===== src/rtl/pulse_pkt_rx_pkg.sv =====
package pulse_pkt_rx_pkg;

  // Select-line states carried by a port write
  typedef enum logic [1:0] {
    LS_RESET = 2'b00,
    LS_ONE   = 2'b01,
    LS_ZERO  = 2'b10,
    LS_IDLE  = 2'b11
  } line_state_t;

  // Strobes from control to datapath
  typedef struct packed {
    logic clrBuf;
    logic setBit;
    logic emit;
  } rx_strobe_t;

endpackage


===== src/rtl/pulse_pkt_rx_ctrl.sv =====
module pulse_pkt_rx_ctrl
  import pulse_pkt_rx_pkg::*;
#(
  parameter int PKT_BITS = 128,
  parameter int IDX_W    = 2
) (
  input  logic                        clk,
  input  logic                        rstN,
  input  logic                        wrEn,
  input  logic [1:0]                  lineState,
  input  logic [IDX_W-1:0]            idxMask,
  output rx_strobe_t                  strb,
  output logic [$clog2(PKT_BITS)-1:0] bitSel,
  output logic [IDX_W-1:0]            ctrlIdx
);

  localparam int SEL_W = $clog2(PKT_BITS);
  localparam int PTR_W = SEL_W + 2;
  localparam logic signed [PTR_W-1:0] PTR_NONE  = '1;
  localparam logic signed [PTR_W-1:0] STOP_PT   = PTR_W'(PKT_BITS);
  localparam logic signed [PTR_W-1:0] AFTER_PT  = PTR_W'(PKT_BITS + 1);
  localparam logic signed [PTR_W-1:0] PAIR_PT   = PTR_W'(PKT_BITS + 7);
  localparam logic [PTR_W-1:0]        OR_ONE    = PTR_W'(2);
  localparam logic [PTR_W-1:0]        OR_ZERO   = PTR_W'(4);
  localparam logic [PTR_W-1:0]        PAIR_CLR  = PTR_W'(6);

  logic signed [PTR_W-1:0] bitPtr, ptrNext, work;
  logic [1:0]              lastState, lastNext;
  logic [IDX_W-1:0]        idxNext;

  always_comb begin
    strb     = '0;
    bitSel   = '0;
    work     = bitPtr;
    lastNext = lastState;
    idxNext  = ctrlIdx;
    if (wrEn) begin
      if (lineState == LS_RESET) begin
        work        = PTR_NONE;
        strb.clrBuf = 1'b1;
      end
      if (lineState != lastState) begin
        lastNext = lineState;
        if (work > STOP_PT) begin
          // post-packet controller-step sequence
          case (lineState)
            LS_ONE:  work = work | OR_ONE;
            LS_ZERO: work = work | OR_ZERO;
            LS_IDLE: begin
              if (work == PAIR_PT) begin
                work    = work & ~PAIR_CLR;
                idxNext = (ctrlIdx + 1'b1) & idxMask;
              end
            end
            default: ;
          endcase
        end else if (work == STOP_PT) begin
          if (lineState == LS_ZERO) begin
            strb.emit = 1'b1;
            work      = AFTER_PT;
          end
        end else if (lineState == LS_ONE) begin
          if (work >= 0) begin
            strb.setBit = 1'b1;
            bitSel      = work[SEL_W-1:0];
          end
        end else if (lineState == LS_IDLE) begin
          work = work + PTR_W'(1);
        end
      end
    end
    ptrNext = work;
  end

  always_ff @(posedge clk or negedge rstN) begin
    if (!rstN) begin
      bitPtr    <= PTR_NONE;
      lastState <= LS_IDLE;
      ctrlIdx   <= '0;
    end else begin
      bitPtr    <= ptrNext;
      lastState <= lastNext;
      ctrlIdx   <= idxNext;
    end
  end

  // pointer never leaves -1 .. PKT_BITS+7
  a_r5_ptr_bounds: assert property (@(posedge clk) disable iff (!rstN)
    (bitPtr >= PTR_NONE) && (bitPtr <= PAIR_PT));

  // a repeated non-reset state leaves pointer and index alone
  a_r3_repeat_ignored: assert property (@(posedge clk) disable iff (!rstN)
    (wrEn && lineState == lastState && lineState != LS_RESET)
      |=> ($stable(bitPtr) && $stable(ctrlIdx)));

  // an emit leaves the pointer just past the stop position
  a_r7_emit_ptr: assert property (@(posedge clk) disable iff (!rstN)
    strb.emit |=> (bitPtr == AFTER_PT));

  // the index only ever moves by one step under the mask
  a_r8_idx_step: assert property (@(posedge clk) disable iff (!rstN)
    (ctrlIdx != $past(ctrlIdx))
      |-> (ctrlIdx == (($past(ctrlIdx) + 1'b1) & $past(idxMask))));

  // a reset pulse always returns the pointer to -1
  a_r2_reset_ptr: assert property (@(posedge clk) disable iff (!rstN)
    (wrEn && lineState == LS_RESET) |=> (bitPtr == PTR_NONE));

endmodule


===== src/rtl/pulse_pkt_rx_datapath.sv =====
module pulse_pkt_rx_datapath
  import pulse_pkt_rx_pkg::*;
#(
  parameter int PKT_BYTES = 16
) (
  input  logic                             clk,
  input  logic                             rstN,
  input  rx_strobe_t                       strb,
  input  logic [$clog2(PKT_BYTES*8)-1:0]   bitSel,
  output logic [PKT_BYTES*8-1:0]           pktData,
  output logic                             pktValid
);

  localparam int PKT_BITS = PKT_BYTES * 8;
  localparam int SEL_W    = $clog2(PKT_BITS);
  localparam int BYTE_W   = SEL_W - 3;

  logic [PKT_BITS-1:0] bufBits;

  // One byte lane per packet byte; the upper select bits pick the lane
  for (genvar b = 0; b < PKT_BYTES; b++) begin : g_lane
    logic [7:0] laneQ;
    always_ff @(posedge clk or negedge rstN) begin
      if (!rstN) begin
        laneQ <= '0;
      end else if (strb.clrBuf) begin
        laneQ <= '0;
      end else if (strb.setBit && bitSel[SEL_W-1:3] == BYTE_W'(b)) begin
        laneQ[bitSel[2:0]] <= 1'b1;
      end
    end
    assign bufBits[b*8 +: 8] = laneQ;
  end

  always_ff @(posedge clk or negedge rstN) begin
    if (!rstN) begin
      pktData  <= '0;
      pktValid <= 1'b0;
    end else begin
      pktValid <= strb.emit;
      if (strb.emit) pktData <= bufBits;
    end
  end

  // a valid strobe never lasts two cycles
  a_r10_single_pulse: assert property (@(posedge clk) disable iff (!rstN)
    pktValid |=> !pktValid);

  // a clear strobe empties the buffer
  a_r2_clear_empties: assert property (@(posedge clk) disable iff (!rstN)
    strb.clrBuf |=> (bufBits == '0));

  // the output holds between emits
  a_r7_hold: assert property (@(posedge clk) disable iff (!rstN)
    !strb.emit |=> $stable(pktData));

endmodule


===== src/rtl/pulse_pkt_rx.sv =====
module pulse_pkt_rx
  import pulse_pkt_rx_pkg::*;
#(
  parameter int PKT_BYTES = 16,
  parameter int IDX_W     = 2
) (
  input  logic                   clk,
  input  logic                   rstN,
  input  logic                   wrEn,
  input  logic [1:0]             lineState,
  input  logic [IDX_W-1:0]       idxMask,
  output logic [PKT_BYTES*8-1:0] pktData,
  output logic                   pktValid,
  output logic [IDX_W-1:0]       ctrlIdx
);

  localparam int PKT_BITS = PKT_BYTES * 8;
  localparam int SEL_W    = $clog2(PKT_BITS);

  rx_strobe_t       strb;
  logic [SEL_W-1:0] bitSel;

  pulse_pkt_rx_ctrl #(.PKT_BITS(PKT_BITS), .IDX_W(IDX_W)) u_ctrl (
    .clk(clk), .rstN(rstN), .wrEn(wrEn), .lineState(lineState),
    .idxMask(idxMask), .strb(strb), .bitSel(bitSel), .ctrlIdx(ctrlIdx)
  );

  pulse_pkt_rx_datapath #(.PKT_BYTES(PKT_BYTES)) u_dp (
    .clk(clk), .rstN(rstN), .strb(strb), .bitSel(bitSel),
    .pktData(pktData), .pktValid(pktValid)
  );

endmodule


===== config.mk =====
export PLATFORM = sky130hd
export DESIGN_NAME = pulse_pkt_rx
export DESIGN_NICKNAME = d
export VERILOG_FILES = /design/src/rtl/pulse_pkt_rx_pkg.sv /design/src/rtl/pulse_pkt_rx_ctrl.sv /design/src/rtl/pulse_pkt_rx_datapath.sv /design/src/rtl/pulse_pkt_rx.sv
export SDC_FILE = /design/constraint.sdc
export NUM_CORES = 1
export LEC_CHECK = 0
export ABC_AREA = 1
export BUFFER_PORTS_ARGS = -buffer_cell sky130_fd_sc_hd__buf_2
export CORE_MARGIN = 1.5
export CORE_UTILIZATION = 59
export CTS_CLUSTER_DIAMETER = 120
export DETAILED_ROUTE_END_ITERATION = 10
export GPL_TIMING_DRIVEN = 0
export PLACE_DENSITY = 0.79
export SYNTH_ARGS = -nofsm -noshare
export SYNTH_HDL_FRONTEND = slang
export SYNTH_HIERARCHICAL = 1
export SYNTH_SLANG_ARGS = --single-unit

===== constraint.sdc =====
create_clock -name clk -period 3.23 [get_ports clk]
set_input_delay 0.646 -clock clk [delete_from_list [all_inputs] [get_ports clk]]
set_output_delay 0.646 -clock clk [all_outputs]
set_load 0.01 [all_outputs]

After elaboration in Yosys (flattened, before gate mapping):

Cells that the tools add are included.

* register bits after elaboration: 270
* output and inout bits: 131
* input bits: 7
* word-level logic and storage cells: 161

* add/subtract/negate cells: 2
* mux-type cells: 59
* order comparisons: 4
* bitwise gates (word level): 17
* eq/ne operators: 21
* reduce and logical (&&, ||, !) cells: 37

Operators by type and width (number)
* 2-to-1 mux 8 bit: 32
* bitwise OR 8 bit: 16
* 2-to-1 mux 9 bit: 8
* 2-to-1 mux 7 bit: 6
* equality test 4 bit (second input constant): 8
* nonzero test 2 bit: 16
* equality test 9 bit (second input constant): 2
* logical AND 1 bit: 17
* equality test 4 x 3 -> 1 bit (second input constant): 4
* adder 9 x 2 -> 9 bit (second input constant): 1
* greater-or-equal comparator 9 x 1 -> 1 bit (second input constant): 1
* > comparator 9 bit (second input constant): 1
* case mux 3 bit (3 select lines): 1
* equality test 4 x 2 -> 1 bit (second input constant): 2
* 2-to-1 mux 1 bit: 7
* 2-to-1 mux 3 bit: 2
* AND reduction 5 bit: 1
* equality test 2 bit (second input constant): 2
* equality test 4 x 1 -> 1 bit (second input constant): 1
* logical NOT 4 bit: 1
* less-than comparator 3 x 4 -> 1 bit (second input constant): 1
* 2-to-1 mux 2 bit: 2
* demux 1 bit (select 3 bit): 1
* greater-or-equal comparator 3 x 1 -> 1 bit (second input constant): 1
* other kinds (6): 6

Depth between registers and ports, before layout:

* depth after elaboration: 17
* depth in mapped cells: 12
* depth with buffers taken out: 12

Modules after synthesis:

Netlist, hierarchy kept.

By module, submodules not included
* pulse_pkt_rx_datapath: area an instance 10906.7 µm², times used 1, cells each 1285
* pulse_pkt_rx_ctrl: area an instance 1129.8 µm², times used 1, cells each 166

Least setup slack after synthesis:

OpenSTA, ideal clock, no wires.

* path type: input port to flip-flop
* from: input lineState[1]
* to: register u_dp.pktData[47]
* required time: 3.097 ns
* slack: 0.592 ns
* buffers on the path: 2
* stages: 10
* data arrival time: 2.505 ns
* cells stage by stage: nor2_2 -> nor2_1 -> ha_1 -> inv_1 -> nor2_1 -> nand4_4 -> nor4_1 -> clkbuf_1 -> clkbuf_1 -> a21oi_1

RTL lines
* start: declaration: RTL line pulse_pkt_rx.sv:10 `input logic [1:0] lineState,`
* end signal: assignment: RTL line pulse_pkt_rx_datapath.sv:41 `if (strb.emit) pktData <= bufBits;`
* end: declaration: RTL line pulse_pkt_rx_datapath.sv:10 `output logic [PKT_BYTES*8-1:0] pktData,`

==> run_results.csv <==
group,metric,value,unit
setup_path,endpoint_kind,"register",
drt,vias,10968,
setup_path,crit_type,"in -> reg",
clock_tree,clockBufferDepth,3,
floorplanning,die_h,145.8,um
drt,vias_per_cell,5.745,
drt,postRouteAntennaNets,0,
pwr,p_switching,1.728,mW
timing,drv_slew,0,
synth,synthCells,1451,
global_route,grtUsageTotal,0.3274,
setup_path,crit_required,3.62,ns
pwr,p_leak,8.094,nW
clock_tree,cts_tree,"yes",
timing,hold_slack,-0.001363,ns
status,outcome,"finished with violations",
placed_design,numPortBuffers,137,
floorplanning,die_x,145.8,um
pwr,ir_worst_vdd,375.0,uV
timing,fin_crit_sh,0.9459,
synth,synth_seq_cells,270,
setup_path,start_kind,"input pin",
synth,synth_warnings,6,
clock_tree,clkLatencyLatePin,0.54,ns
floorplanning,coreArea,20100,um^2
drt,drt-initial-drc-count,1107,
timing,slew_headroom,0.5326,
drt,firstDrtPassIters,6,
synth,synth-seq-area-share,0.5625,
clock_tree,clk_transition_reported_paths,0.06,ns
pwr,swShare,0.2357,
timing,tightest_slew,0.7012,ns
global_route,grt_max_degree,122,
timing,final-hold-violation-count,1,
status,violations,"negative hold slack",
drt,drc_errors,0,
setup_path,crit_start,"lineState[0]",
floorplanning,fp-row-count,52,
cells_and_area,fillers,1557,
global_route,grt-ovfl-total,0,
pwr,power,7.332,mW
synth,synth.most_common_cell,"nand2_1",
timing,period_needed,3.055,ns
cells_and_area,diodes,0,
placed_design,place.gp.congestion,0.8760,
synth,synth_flop_cell,"dfrtp_1",
pwr,internal_power,5.604,mW
synth,synth_edf_count,0,
clock_tree,cts-htree-levels,1,
drt,detail_route.wl_per_cell,17.97,um
floorplanning,num_io_pins,138,
pwr,combPwrFrac,0.071,
clock_tree,cts_root_buffer,"clkbuf_16",
floorplanning,die-area,21270,um^2
synth,yosys-top-cells-area,"dfrtp_1, nand3_1, nand2_1, a21oi_1, inv_1",
clock_tree,numCtsBuffers,28,
cells_and_area,area_growth,16.94,%
synth,synth.avg_cell_area,8.295,um^2
global_route,grt_pass1_wl,55.21,mm
synth,yosysTopAreaCellShare,0.5385,
timing,finClkSkew,0.01798,ns
global_route,grt_pass1_vias,10689,
floorplanning,start_util,0.5987,
clock_tree,cts_sinks,270,
clock_tree,post_cts_buffers,0,
cells_and_area,utilization,0.7001,
synth,synth_nets,1460,
global_route,antenna_found_initial,0,
synth,synth_commonest_cells,"nand2_1, nand3_1, dfrtp_1",
worst_hold_path,holdCritPathClass,"in -> async",
clock_tree,hold_buffers,0,
pwr,seqPwrFrac,0.482,
placed_design,dp_hpwl,22.67,mm
cells_and_area,layout-drive-gt1-share,0.1629,
pwr,power_frac_clock,0.447,
run,cap_violations,0,
drt,wl,34.30,mm
setup_path,r2r_setup_slack,0.20,ns
setup_path,worstRegToRegCells,9,
placed_design,place_ws,-0.9298,ns
setup_path,crit_path_max_fanout,10,
pwr,power_density,520.9,nW/um^2
synth,ys_async_sr_fraction,1.000,
timing,setup_slack,0.1749,ns
cells_and_area,final_nets,1629,
setup_path,critPathArrivalTime,3.44,ns
synth,synth_top_cell_by_area,"dfrtp_1",
timing,final-setup-viol-count,0,
synth,syn_area,12040,um^2
timing,rsz0062_at_grt,"no",
timing,fmax,0.3273,GHz
synth,yosysUniqueCellTypes,34,
worst max-delay path, cell delays in order:
cell	delay (ns)
buf_2	0.17
nor2_2	0.12
nor2_1	0.27
ha_1	0.20
inv_1	0.04
nor2_1	0.16
nand4_4	0.21
nor4_2	0.48
clkbuf_2	0.51
clkbuf_1	0.49
a21oi_1	0.15
final timing paths:
| check | end |
|---|---|
| setup / recovery | u_dp/pktData[102] |
| setup reg to reg | u_dp/pktData[102] |
| hold / removal | u_dp/pktData[124] |
| hold reg to reg | register |
| min in group clk | u_ctrl/ctrlIdx[1] |
| max in group asynchronous | u_dp/g_lane[12].laneQ[6] |
logic make-up (layout without fill, tap and decap cells):
group | after synthesis | count (layout) | synth area share
AO/OA/AOI/OAI | 151 | 151 | 0.06580
XOR/XNOR | 3 | 3 | 0.002183
adder cells (fa/ha/maj) | 2 | 2 | 0.002079
buffers and inverters | 230 | 418 | 0.07526
flip-flops | 270 | 270 | 0.5625
AND/OR/NAND/NOR | 795 | 795 | 0.2922
registers in the layout, summed over array words and instances, names as in the netlist, named ones only:
name / flops
u_dp/pktData: 128
u_ctrl/ctrlIdx: 2
u_dp/pktValid: 1
u_dp/g_lane.laneQ: 128
u_ctrl/lastState: 2
u_ctrl/bitPtr: 2
final cells by class:
type | count | area [um^2] | area share
Sequential cell | 270 | 6770 | 0.4810
Multi-Input combinational cell | 951 | 4367 | 0.3102
Clock buffer | 45 | 865.8 | 0.06151
Timing Repair Buffer | 139 | 750.7 | 0.05333
Inverter | 164 | 620.6 | 0.04409
Tap cell | 270 | 337.8 | 0.02400
Buffer | 66 | 290.3 | 0.02062
Clock inverter | 4 | 73.82 | 0.005244
power by group through the flow:
stage / sequential [mW] / clock, mW / combinational (mW)
after floorplan: 3.60 / 0 / 0.278
after global placement: 3.59 / 0 / 0.500
after detailed placement: 3.59 / 0 / 0.515
after CTS: 3.53 / 3.31 / 0.521
after global routing: 3.54 / 3.44 / 0.580
final: 3.53 / 3.28 / 0.521
per-layer routing:
metal,vias up,part of all wire,GRT usage
li1,4996,-,-
met1,5320,0.41,0.4494
met2,567,0.48,0.5395
met3,85,0.086,0.04796
met4,0,0.029,0.1102
met5,-,0,0
per-stage QoR:
stage,hold slack [ns],instances,setup TNS [ns],cell area [um^2]
global placement,0.4590,1858,-981.18,13060
CTS,0.009963,1909,0,14070
floorplan,0.3504,1451,0,12040
global route,0.01714,1909,0,14080
finish,-0.001363,1909,0,14080
detailed placement,0.4586,1860,-95.09,13130
placed cells by master (no fill, tap or decap), drive strengths merged:
cell and instances:
nand3b 1, nor2 178, nor4 2, a21o 1, nand2 325, clkinv 3, clkbuf 78, bufinv 2
dfrtp 259, xor2 1, nor3 2, nand3 281, o21ai 17, a21oi 132, xnor2 2, buf 172
dfstp 11, nand4 6, ha 2, a41oi 1, inv 163
timing repair:
item / 4_1_cts / 5_1_grt
gates cloned: 0 / 0
setup endpoints to repair: 128 / 48
gates resized for setup: 3 / 4
(Power assumes the default switching activity.)
